### config.mk
export PLATFORM = sky130hd
export DESIGN_NAME = ndiv_slide_seq
export DESIGN_NICKNAME = d
export VERILOG_FILES = /design/src/rtl/ndsl_pkg.sv /design/src/rtl/ndsl_sync.sv /design/src/rtl/ndsl_step_cfg.sv /design/src/rtl/ndsl_us_timer.sv /design/src/rtl/ndiv_slide_seq.sv
export SDC_FILE = /design/constraint.sdc
export NUM_CORES = 1
export LEC_CHECK = 0
export ABC_AREA = 1
export BUFFER_PORTS_ARGS = -buffer_cell sky130_fd_sc_hd__buf_2
export CAP_MARGIN = 20
export CELL_PAD_IN_SITES_DETAIL_PLACEMENT = 2
export CELL_PAD_IN_SITES_GLOBAL_PLACEMENT = 2
export CORE_AREA = 10 10 103 105
export CTS_BUF_LIST = sky130_fd_sc_hd__clkbuf_4
export DETAILED_ROUTE_END_ITERATION = 10
export DIE_AREA = 0 0 113 115
export PLACE_DENSITY_LB_ADDON = 0.1
export SLEW_MARGIN = 20
export SYNTH_ARGS = -nofsm -noshare
export SYNTH_HDL_FRONTEND = slang
export SYNTH_SLANG_ARGS = --single-unit
export TNS_END_PERCENT = 5
### constraint.sdc
create_clock -name clk -period 2.3 [get_ports clk]
set_clock_uncertainty 0.1 [all_clocks]
set_input_delay 0.46 -clock clk [delete_from_list [all_inputs] [get_ports clk]]
set_output_delay 0.46 -clock clk [all_outputs]
set_load 0.05 [all_outputs]
### src/rtl/ndsl_pkg.sv
// Shared types for the feedback divider slide sequencer.
// Assumes step constants are 8 bits and the reference code is 3 bits.
package ndsl_pkg;
    localparam int STEP_W = 8;
    localparam int CODE_W = 3;

    typedef enum logic [2:0] {
        ST_IDLE,
        ST_SLOW,
        ST_LOAD,
        ST_SETTLE,
        ST_RAMP,
        ST_EXIT,
        ST_FIN
    } slide_st_t;

    typedef struct packed {
        logic [STEP_W-1:0] a;
        logic [STEP_W-1:0] b;
        logic              bad;
    } step_cfg_t;

    // Map a reference-rate code to its ramp step pair.
    function automatic step_cfg_t step_lookup(input logic [CODE_W-1:0] code);
        step_cfg_t r;
        r = '{a: '0, b: '0, bad: 1'b1};
        case (code)
            3'd0, 3'd1, 3'd2: r = '{a: 8'h2B, b: 8'h0B, bad: 1'b0};
            3'd3:             r = '{a: 8'h12, b: 8'h08, bad: 1'b0};
            3'd4:             r = '{a: 8'h04, b: 8'h05, bad: 1'b0};
            default:          r = '{a: '0, b: '0, bad: 1'b1};
        endcase
        return r;
    endfunction
endpackage

### src/rtl/ndsl_sync.sv
// Multi-flop synchroniser for a single asynchronous level.
// Assumes the input is a slow level held for several cycles.
module ndsl_sync #(
    parameter int STAGES = 2
) (
    input  logic clk,
    input  logic rst_n,
    input  logic d_async,
    output logic q_sync
);
    logic [STAGES-1:0] chain_q;

    generate
        for (genvar i = 0; i < STAGES; i++) begin : g_stage
            // Each stage samples the previous one (first stage samples the input).
            always_ff @(posedge clk) begin
                if (!rst_n) chain_q[i] <= 1'b0;
                else if (i == 0) chain_q[i] <= d_async;
                else chain_q[i] <= chain_q[(i == 0) ? 0 : i-1];
            end
        end
    endgenerate

    assign q_sync = chain_q[STAGES-1];
endmodule

### src/rtl/ndsl_step_cfg.sv
// Holds the ramp step constants, loaded from the reference code while reset is low.
// Assumes ref_code is stable during reset; it is ignored afterwards.
module ndsl_step_cfg
    import ndsl_pkg::*;
(
    input  logic              clk,
    input  logic              rst_n,
    input  logic [CODE_W-1:0] ref_code,
    output logic [STEP_W-1:0] step_a,
    output logic [STEP_W-1:0] step_b,
    output logic              cfg_err
);
    step_cfg_t cfg_q;

    // Load during reset, hold otherwise.
    always_ff @(posedge clk) begin
        if (!rst_n) cfg_q <= step_lookup(ref_code);
    end

    assign step_a  = cfg_q.a;
    assign step_b  = cfg_q.b;
    assign cfg_err = cfg_q.bad;

    p_steps_hold_r11: assert property (@(posedge clk) disable iff (!rst_n)
        $past(rst_n) |-> ($stable(step_a) && $stable(step_b) && $stable(cfg_err)));
endmodule

### src/rtl/ndsl_us_timer.sv
// Microsecond timer: a cycle prescaler feeding a microsecond counter.
// Assumes restart is pulsed on every phase change; expire flags the last cycle of lim_us microseconds.
module ndsl_us_timer #(
    parameter int CYC_PER_US = 50,
    parameter int MAX_US     = 500,
    localparam int PRE_W     = (CYC_PER_US > 1) ? $clog2(CYC_PER_US) : 1,
    localparam int US_W      = $clog2(MAX_US + 1)
) (
    input  logic            clk,
    input  logic            rst_n,
    input  logic            restart,
    input  logic [US_W-1:0] lim_us,
    output logic            expire
);
    logic [PRE_W-1:0] pre_q;
    logic [US_W-1:0]  us_q;
    logic             tick;

    assign tick   = (pre_q == PRE_W'(CYC_PER_US - 1));
    assign expire = tick && (us_q == lim_us - US_W'(1));

    // Count cycles within a microsecond and whole microseconds since restart.
    always_ff @(posedge clk) begin
        if (!rst_n || restart) begin
            pre_q <= '0;
            us_q  <= '0;
        end else begin
            pre_q <= tick ? '0 : pre_q + PRE_W'(1);
            if (tick) us_q <= us_q + US_W'(1);
        end
    end

    p_us_in_window_r7: assert property (@(posedge clk) disable iff (!rst_n)
        (lim_us != '0) |-> (us_q < lim_us));
endmodule

### src/rtl/ndiv_slide_seq.sv
// Feedback divider slide sequencer: slowdown, coefficient write, ramp enable,
// bounded wait for ramp-done, joint exit and read-back.
// Assumes coefficient layout {PL, N, M}, M in the low bits, and a one-cycle start pulse.
module ndiv_slide_seq
    import ndsl_pkg::*;
#(
    parameter int CYC_PER_US = 50,
    parameter int DLY_US     = 1,
    parameter int TMO_US     = 500,
    parameter int M_W        = 8,
    parameter int N_W        = 8,
    parameter int P_W        = 6,
    localparam int COEF_W    = M_W + N_W + P_W,
    localparam int US_W      = $clog2(TMO_US + 1)
) (
    input  logic              clk,
    input  logic              rst_n,
    input  logic [CODE_W-1:0] ref_code,
    input  logic              start,
    input  logic [N_W-1:0]    target_n,
    input  logic [COEF_W-1:0] cur_coef,
    input  logic              ramp_done_async,
    output logic              slowdown,
    output logic              ramp_en,
    output logic              coef_wr_en,
    output logic [COEF_W-1:0] coef_wr_data,
    output logic              slow_rd,
    output logic              busy,
    output logic              done,
    output logic              timeout,
    output logic [STEP_W-1:0] step_a,
    output logic [STEP_W-1:0] step_b,
    output logic              cfg_err
);
    slide_st_t      st_q, st_d;
    logic [N_W-1:0] tgt_q;
    logic [M_W-1:0] m_q;
    logic [P_W-1:0] pl_q;
    logic           tmo_q;
    logic           rdone_s;
    logic           expire;
    logic           tmr_restart;
    logic [US_W-1:0] lim_us;
    logic [N_W-1:0] cur_n;

    assign cur_n = cur_coef[M_W +: N_W];

    ndsl_step_cfg u_steps (
        .clk      (clk),
        .rst_n    (rst_n),
        .ref_code (ref_code),
        .step_a   (step_a),
        .step_b   (step_b),
        .cfg_err  (cfg_err)
    );

    ndsl_sync #(.STAGES(2)) u_rdone_sync (
        .clk     (clk),
        .rst_n   (rst_n),
        .d_async (ramp_done_async),
        .q_sync  (rdone_s)
    );

    assign lim_us      = (st_q == ST_RAMP) ? US_W'(TMO_US) : US_W'(DLY_US);
    assign tmr_restart = (st_d != st_q) || (st_q == ST_IDLE);

    ndsl_us_timer #(.CYC_PER_US(CYC_PER_US), .MAX_US(TMO_US)) u_timer (
        .clk     (clk),
        .rst_n   (rst_n),
        .restart (tmr_restart),
        .lim_us  (lim_us),
        .expire  (expire)
    );

    // Next-state selection for the slide handshake.
    always_comb begin
        st_d = st_q;
        case (st_q)
            ST_IDLE:   if (start) st_d = (target_n == cur_n) ? ST_FIN : ST_SLOW;
            ST_SLOW:   if (expire) st_d = ST_LOAD;
            ST_LOAD:   st_d = ST_SETTLE;
            ST_SETTLE: if (expire) st_d = ST_RAMP;
            ST_RAMP:   if (rdone_s || expire) st_d = ST_EXIT;
            ST_EXIT:   st_d = ST_FIN;
            ST_FIN:    st_d = ST_IDLE;
            default:   st_d = ST_IDLE;
        endcase
    end

    // State register.
    always_ff @(posedge clk) begin
        if (!rst_n) st_q <= ST_IDLE;
        else        st_q <= st_d;
    end

    // Capture the request and the fields that must survive the write.
    always_ff @(posedge clk) begin
        if (!rst_n) begin
            tgt_q <= '0;
            m_q   <= '0;
            pl_q  <= '0;
        end else if (st_q == ST_IDLE && start) begin
            tgt_q <= target_n;
            m_q   <= cur_coef[0 +: M_W];
            pl_q  <= cur_coef[M_W+N_W +: P_W];
        end
    end

    // Timeout flag: cleared on a new request, set when the ramp window runs out.
    always_ff @(posedge clk) begin
        if (!rst_n)                         tmo_q <= 1'b0;
        else if (st_q == ST_IDLE && start)  tmo_q <= 1'b0;
        else if (st_q == ST_RAMP && expire && !rdone_s) tmo_q <= 1'b1;
    end

    assign slowdown     = (st_q == ST_SLOW) || (st_q == ST_LOAD) ||
                          (st_q == ST_SETTLE) || (st_q == ST_RAMP);
    assign ramp_en      = (st_q == ST_RAMP);
    assign coef_wr_en   = (st_q == ST_LOAD);
    assign coef_wr_data = {pl_q, tgt_q, m_q};
    assign slow_rd      = (st_q == ST_EXIT);
    assign done         = (st_q == ST_FIN);
    assign timeout      = (st_q == ST_FIN) && tmo_q;
    assign busy         = (st_q != ST_IDLE);

    p_eq_done_r2: assert property (@(posedge clk) disable iff (!rst_n)
        (!busy && start && target_n == cur_n) |=> (done && !timeout && !slowdown));
    p_wr_in_slow_r3: assert property (@(posedge clk) disable iff (!rst_n)
        coef_wr_en |-> (slowdown && !ramp_en));
    p_wr_single_r3: assert property (@(posedge clk) disable iff (!rst_n)
        coef_wr_en |=> !coef_wr_en);
    p_ramp_in_slow_r5: assert property (@(posedge clk) disable iff (!rst_n)
        ramp_en |-> slowdown);
    p_tmo_with_done_r7: assert property (@(posedge clk) disable iff (!rst_n)
        timeout |-> done);
    p_exit_joint_r8: assert property (@(posedge clk) disable iff (!rst_n)
        $fell(slowdown) |-> ($past(ramp_en) && !ramp_en && slow_rd));
    p_done_after_rd_r8: assert property (@(posedge clk) disable iff (!rst_n)
        slow_rd |=> done);
endmodule

# Word-level counts from Yosys, hierarchy flattened
# Cells that the tools add are included.
[classes]
addsub = 3
n_eq_ne = 14
mux = 8
n_bitwise = 1
reduce_logical = 19
[op_table]
columns = ["op", "n"]
rows = [
  ["15-bit case mux with 3 select lines", 1],
  ["3-bit case mux with 6 select lines", 1],
  ["3-bit two-way mux", 5],
  ["3-bit by 2-bit == test with 1-bit output (second input constant)", 4],
  ["3-bit == test (second input constant)", 4],
  ["9-bit by 1-bit adder with 9-bit output (second input constant)", 1],
  ["9-bit == test", 1],
  ["9-bit two-way mux", 1],
  ["9-bit by 1-bit subtractor with 9-bit output (second input constant)", 1],
  ["8-bit == test", 1],
  ["6-bit by 1-bit adder with 6-bit output (second input constant)", 1],
  ["3-bit by 1-bit == test with 1-bit output (second input constant)", 2],
  ["6-bit == test (second input constant)", 1],
  ["3-bit zero test", 2],
  ["1-bit logical OR", 6],
  ["1-bit logical AND", 5],
  ["2-bit OR reduction", 2],
  ["3-bit != test", 1],
  ["3-bit nonzero test", 1],
  ["3-bit OR reduction", 1],
  ["1-bit zero test", 2],
  ["1-bit NOT", 1],
]
[word_totals]
register_bits = 60
inputBits = 37
out_inout_bits = 46
elab_cells = 57

# Depth between registers and ports, before layout
[depth]
word_depth = 12
depth_mapped = 13
mapped_depth_nobuf = 13

# Hierarchy
# A second synthesis with hierarchy kept.
[unflattened]
hier_cells = 378
area_unflattened_um2 = 2760.1
[modules_own_cells]
columns = ["mod", "instances", "cells_each", "area_per_inst_um2"]
rows = [
  ["ndiv_slide_seq", 1, 174, 1320.0],
  ["ndsl_us_timer", 1, 167, 1067.3],
  ["ndsl_step_cfg", 1, 31, 317.8],
  ["ndsl_sync", 1, 6, 55.1],
]

# Worst setup path after synthesis
# OpenSTA, ideal clock, no wires.
[synth_timing]
path_kind = "register to output"
start = "register st_q[2]"
end = "output port timeout"
arrival_ps = 2084
t_required_ps = 1740
path_slack_ps = -344
stages_incl_launch_ff = 3
cell_sequence = "dfxtp_1 -> inv_1 -> nor4_1"
[synth_via]
elab_chain_len = 2
[synth_lines]
columns = ["element", "line_no", "rtl"]
rows = [
  ["from (decl)", "ndiv_slide_seq.sv:35", "slide_st_t st_q, st_d;"],
  ["from (signal assigned)", "ndiv_slide_seq.sv:93", "else st_q <= st_d;"],
  ["3-bit == test", "ndiv_slide_seq.sv:123", "assign timeout = (st_q == ST_FIN) && tmo_q;"],
  ["1-bit logical AND", "ndiv_slide_seq.sv:123", ""],
  ["to (decl)", "ndiv_slide_seq.sv:30", "output logic timeout,"],
]
# Every way passes these cells.

# Worst setup path in the final report
[layout_timing]
start = "register st_q[1]"
end = "output port slowdown"
[layout_via]
elab_chain_len = 4
elab_cells_between_ends = 7
cone_classes = "eq/ne (4); reduce/logical (3)"
[layout_lines]
columns = ["element", "line_no", "rtl"]
rows = [
  ["3-bit by 1-bit == test with 1-bit output / 3-bit by 2-bit == test with 1-bit output (equally long branches)", "ndiv_slide_seq.sv:116", "assign slowdown = (st_q == ST_SLOW) || (st_q == ST_LOAD) ||"],
  ["1-bit logical OR (2 in a row)", "ndiv_slide_seq.sv:116", ""],
  ["1-bit logical OR (*)", "ndiv_slide_seq.sv:117", "(st_q == ST_SETTLE) || (st_q == ST_RAMP);"],
  ["to (decl)", "ndiv_slide_seq.sv:23", "output logic slowdown,"],
]
# Every way passes the cells marked *; elsewhere a longest branch is shown, timed or not.

==> flow_summary.toml <==
[placement]
place_congestion = 0.7065
place_hpwl_microns = 5895
portBuffers = 76

[global_routing]
grt-ovfl-total = 0
grt_pass1_wl_microns = 12250
use_met2 = 0.2058
grt_antenna_before_repair = 0
gr-usage-met1 = 0.1183
grt.busiest_layer = "met2"
grt_usage = 0.1143
grt_max_degree = 29
grt_util_met3 = 0.04948
grt_pass1_vias = 2430

[timing]
drv_slew = 0
setup_viol = 0
fin_crit_ns = 2.165
fmax_mhz = 462.0
min_period_over_period = 0.9411
hold_viol_final = 0
rsz0062_at_grt = "no"
holdWs_ns = 0.1552

[worst_setup_path]
regToRegEndpoint = "u_timer.us_q[8]"
cp-end-kind = "primary output"
crit_type = "flip-flop to primary output"
cp-start-kind = "flip-flop"
crit_path_start = "st_q[1]"
critPathRequiredTime_ns = 1.74
worstReg2RegStart = "u_timer.pre_q[0]"
critPathCapture = "slowdown"
arrival_ns = 1.60
r2r.worst_path.cells = 9
r2r_slack_ns = 0.28
cp_max_fo = 7

[logic_synthesis]
seq_area_frac_synth = 0.4456
synthMuxAreaShare = 0.004285
synth-simple-area-share = 0.3016
synth_compound_area_frac = 0.06802
synth_cell_types = 37
synthAdderAreaFrac = 0.01607
synth_top_family_by_area = "simple AND/OR/NAND/NOR gates"
syn_avg_cell_area_sq_um = 7.865
synth_xor_area_frac = 0.06374
ys_ff_latch = 49
yosysWarnings = 0
syn-cell-area_sq_mm = 0.002336
syn_inst = 297

[floorplanning]
die_h_microns = 115
die_width_microns = 113
die_area_sq_mm = 0.01300
core_sq_mm = 0.008551
rows = 34
initial_core_util = 0.2732
num_io_pins = 83

[clock_network]
clk_latency_ns = 0.38
cts_tree = "done"
clock_sinks = 49
clkTransAtPathRegs_ns = 0.16
cts_root_buffer = "clkbuf_4"
clockBufferDepth = 2
hold_buffers = 0
cts_buffers = 5
cts.htree.levels = 2

[drt]
via_count = 2125
viasPerCell = 4.427
avgRoutedWirePerCell_microns = 15.24
drc = 0
wl_microns = 7314
antenna_left = 0
drtIter0Drc = 53
firstDrtPassIters = 4

[finish]
num-fill-cells = 1051
seqCellArea_sq_mm = 0.001042
drive_gt1_frac = 0.2984
multi_input_area_sq_mm = 0.001089
syn_to_final_growth_pct = 22.23
antenna_cells = 0
final_nets = 411

[run_status]
outcome = "complete, no violations"

[pwr]
power_density_mw_per_mm2 = 637.4
leakage_nw = 1.352
peakVddDrop_mv = 0.2492
p_total_mw = 1.820

[flow_run]
drv_cap = 0

[worst_hold_path]
hp-class = "primary input to flip-flop"
## how the worst min path moves through the flow
stage	from	endpoint	cells past startpoint
CTS	ramp_done_async	u_rdone_sync.chain_q[0]	3
floorplan	u_rdone_sync.chain_q[0]	u_rdone_sync.q_sync	2
global placement	u_rdone_sync.chain_q[0]	u_rdone_sync.q_sync	2
global route	ramp_done_async	u_rdone_sync.chain_q[0]	3
detailed placement	u_rdone_sync.chain_q[0]	u_rdone_sync.q_sync	2
finish	ramp_done_async	u_rdone_sync.chain_q[0]	3
## Yosys cell counts (all sizes together)
master  count  area, sq um
a211oi      1        7.510
a21oi       4        20.02
buf        13        92.59
clkbuf      5        18.77
clkinv      1        3.750
conb        1        3.750
dfxtp      43        860.8
edfxtp      6        180.2
ha          3        37.54
inv        31        116.4
mux2i       1        10.01
nand2      43        173.9
nand3      13        75.07
nand3b      2        27.53
nand4       2        18.77
nor2       67        271.5
nor3       13        80.08
nor3b       3        38.79
nor4        1        6.260
o211ai      1        7.510
o21ai      24        123.9
or2         2        12.51
xnor2       7        61.31
xor2       10        87.58
## cells in the final DEF (no fill, tap or decap), types with 2 or more instances in the layout
| cell type | synthesis | routed |
|---|---|---|
| ha_1 | 3 | 3 |
| clkbuf_4 | 0 | 5 |
| dfxtp_1 | 43 | 42 |
| xnor2_1 | 7 | 7 |
| buf_2 | 2 | 76 |
| conb_1 | 1 | 6 |
| inv_2 | 2 | 2 |
| xor2_1 | 10 | 10 |
| nor2_2 | 2 | 2 |
| a21oi_1 | 4 | 4 |
| nand3_2 | 2 | 2 |
| edfxtp_1 | 6 | 6 |
| or2_2 | 2 | 2 |
| nand2_2 | 2 | 2 |
| nor3_2 | 3 | 3 |
| nor2_4 | 2 | 2 |
| nand3_1 | 11 | 11 |
| nand2_1 | 40 | 40 |
| nor2_1 | 63 | 63 |
| nor3_1 | 10 | 10 |
| buf_4 | 11 | 4 |
| inv_1 | 29 | 29 |
| o21ai_0 | 23 | 23 |
## metal layers
metal  vias to the layer above  part of all wire
li1                       1065                 -
met1                      1013              0.39
met2                        42              0.52
met3                         5             0.076
met4                         0             0.011
met5                         -                 0
## through the flow
stage / worst slack [ns] / utilization / setup TNS, ns / cells / instance area (sq um)
after floorplan: -0.2253 / - / -3.095 / 302 / 2361
after global placement: 0.2865 / 0.3269 / 0 / 472 / 2795
after detailed placement: 0.2384 / 0.3269 / 0 / 472 / 2795
after CTS: 0.07295 / 0.3338 / 0 / 480 / 2854
after global routing: 0.01999 / 0.3339 / 0 / 480 / 2855
final: 0.1354 / 0.3339 / 0 / 480 / 2855
## state kept, by name, summed over array words and instances, names as in the netlist
register	flops
u_steps.cfg_err	1
tmo_q	1
u_steps.step_b	1
u_steps.step_a	4
u_timer.pre_q	6
m_q	8
u_rdone_sync.chain_q	1
tgt_q	8
pl_q	6
st_q	3
u_timer.us_q	9
u_rdone_sync.q_sync	1
## area by class of cell
cell class	instances	area share
Tap cell	108	0.04733
Clock inverter	3	0.007450
Timing Repair Buffer	80	0.1437
Clock buffer	5	0.01315
Multi-Input combinational cell	203	0.3812
Inverter	32	0.04207
Sequential cell	49	0.3650
## critical path, cell delays in order (launching register included)
cell and delay, ns:
dfxtp_1 0.45, inv_2 0.12, nand2_4 0.11, nor2_4 0.05, or2_2 0.26, buf_2 0.21
## logic make-up after synthesis
| logic type | Yosys count |
|---|---|
| simple gates | 146 |
| buf+inv | 50 |
| flops | 49 |
| compound gates | 30 |
| xor+xnor | 17 |
| fa+ha+maj | 3 |
| other cells | 1 |
| mux | 1 |
## power by group
part           total [mW]  internal, mW  leakage, nW  switching [mW]
combinational       0.460         0.106        0.909           0.354
clock               0.424         0.122       0.0316           0.303
sequential          0.936         0.915        0.411          0.0213
## what timing repair did
| action | in CTS | in global routing |
|---|---|---|
| setup endpoints to repair | 0 | 2 |
| buffers inserted | 0 | 0 |
| resized for setup | 0 | 1 |
Note: power is estimated with default switching activity, not from simulation.
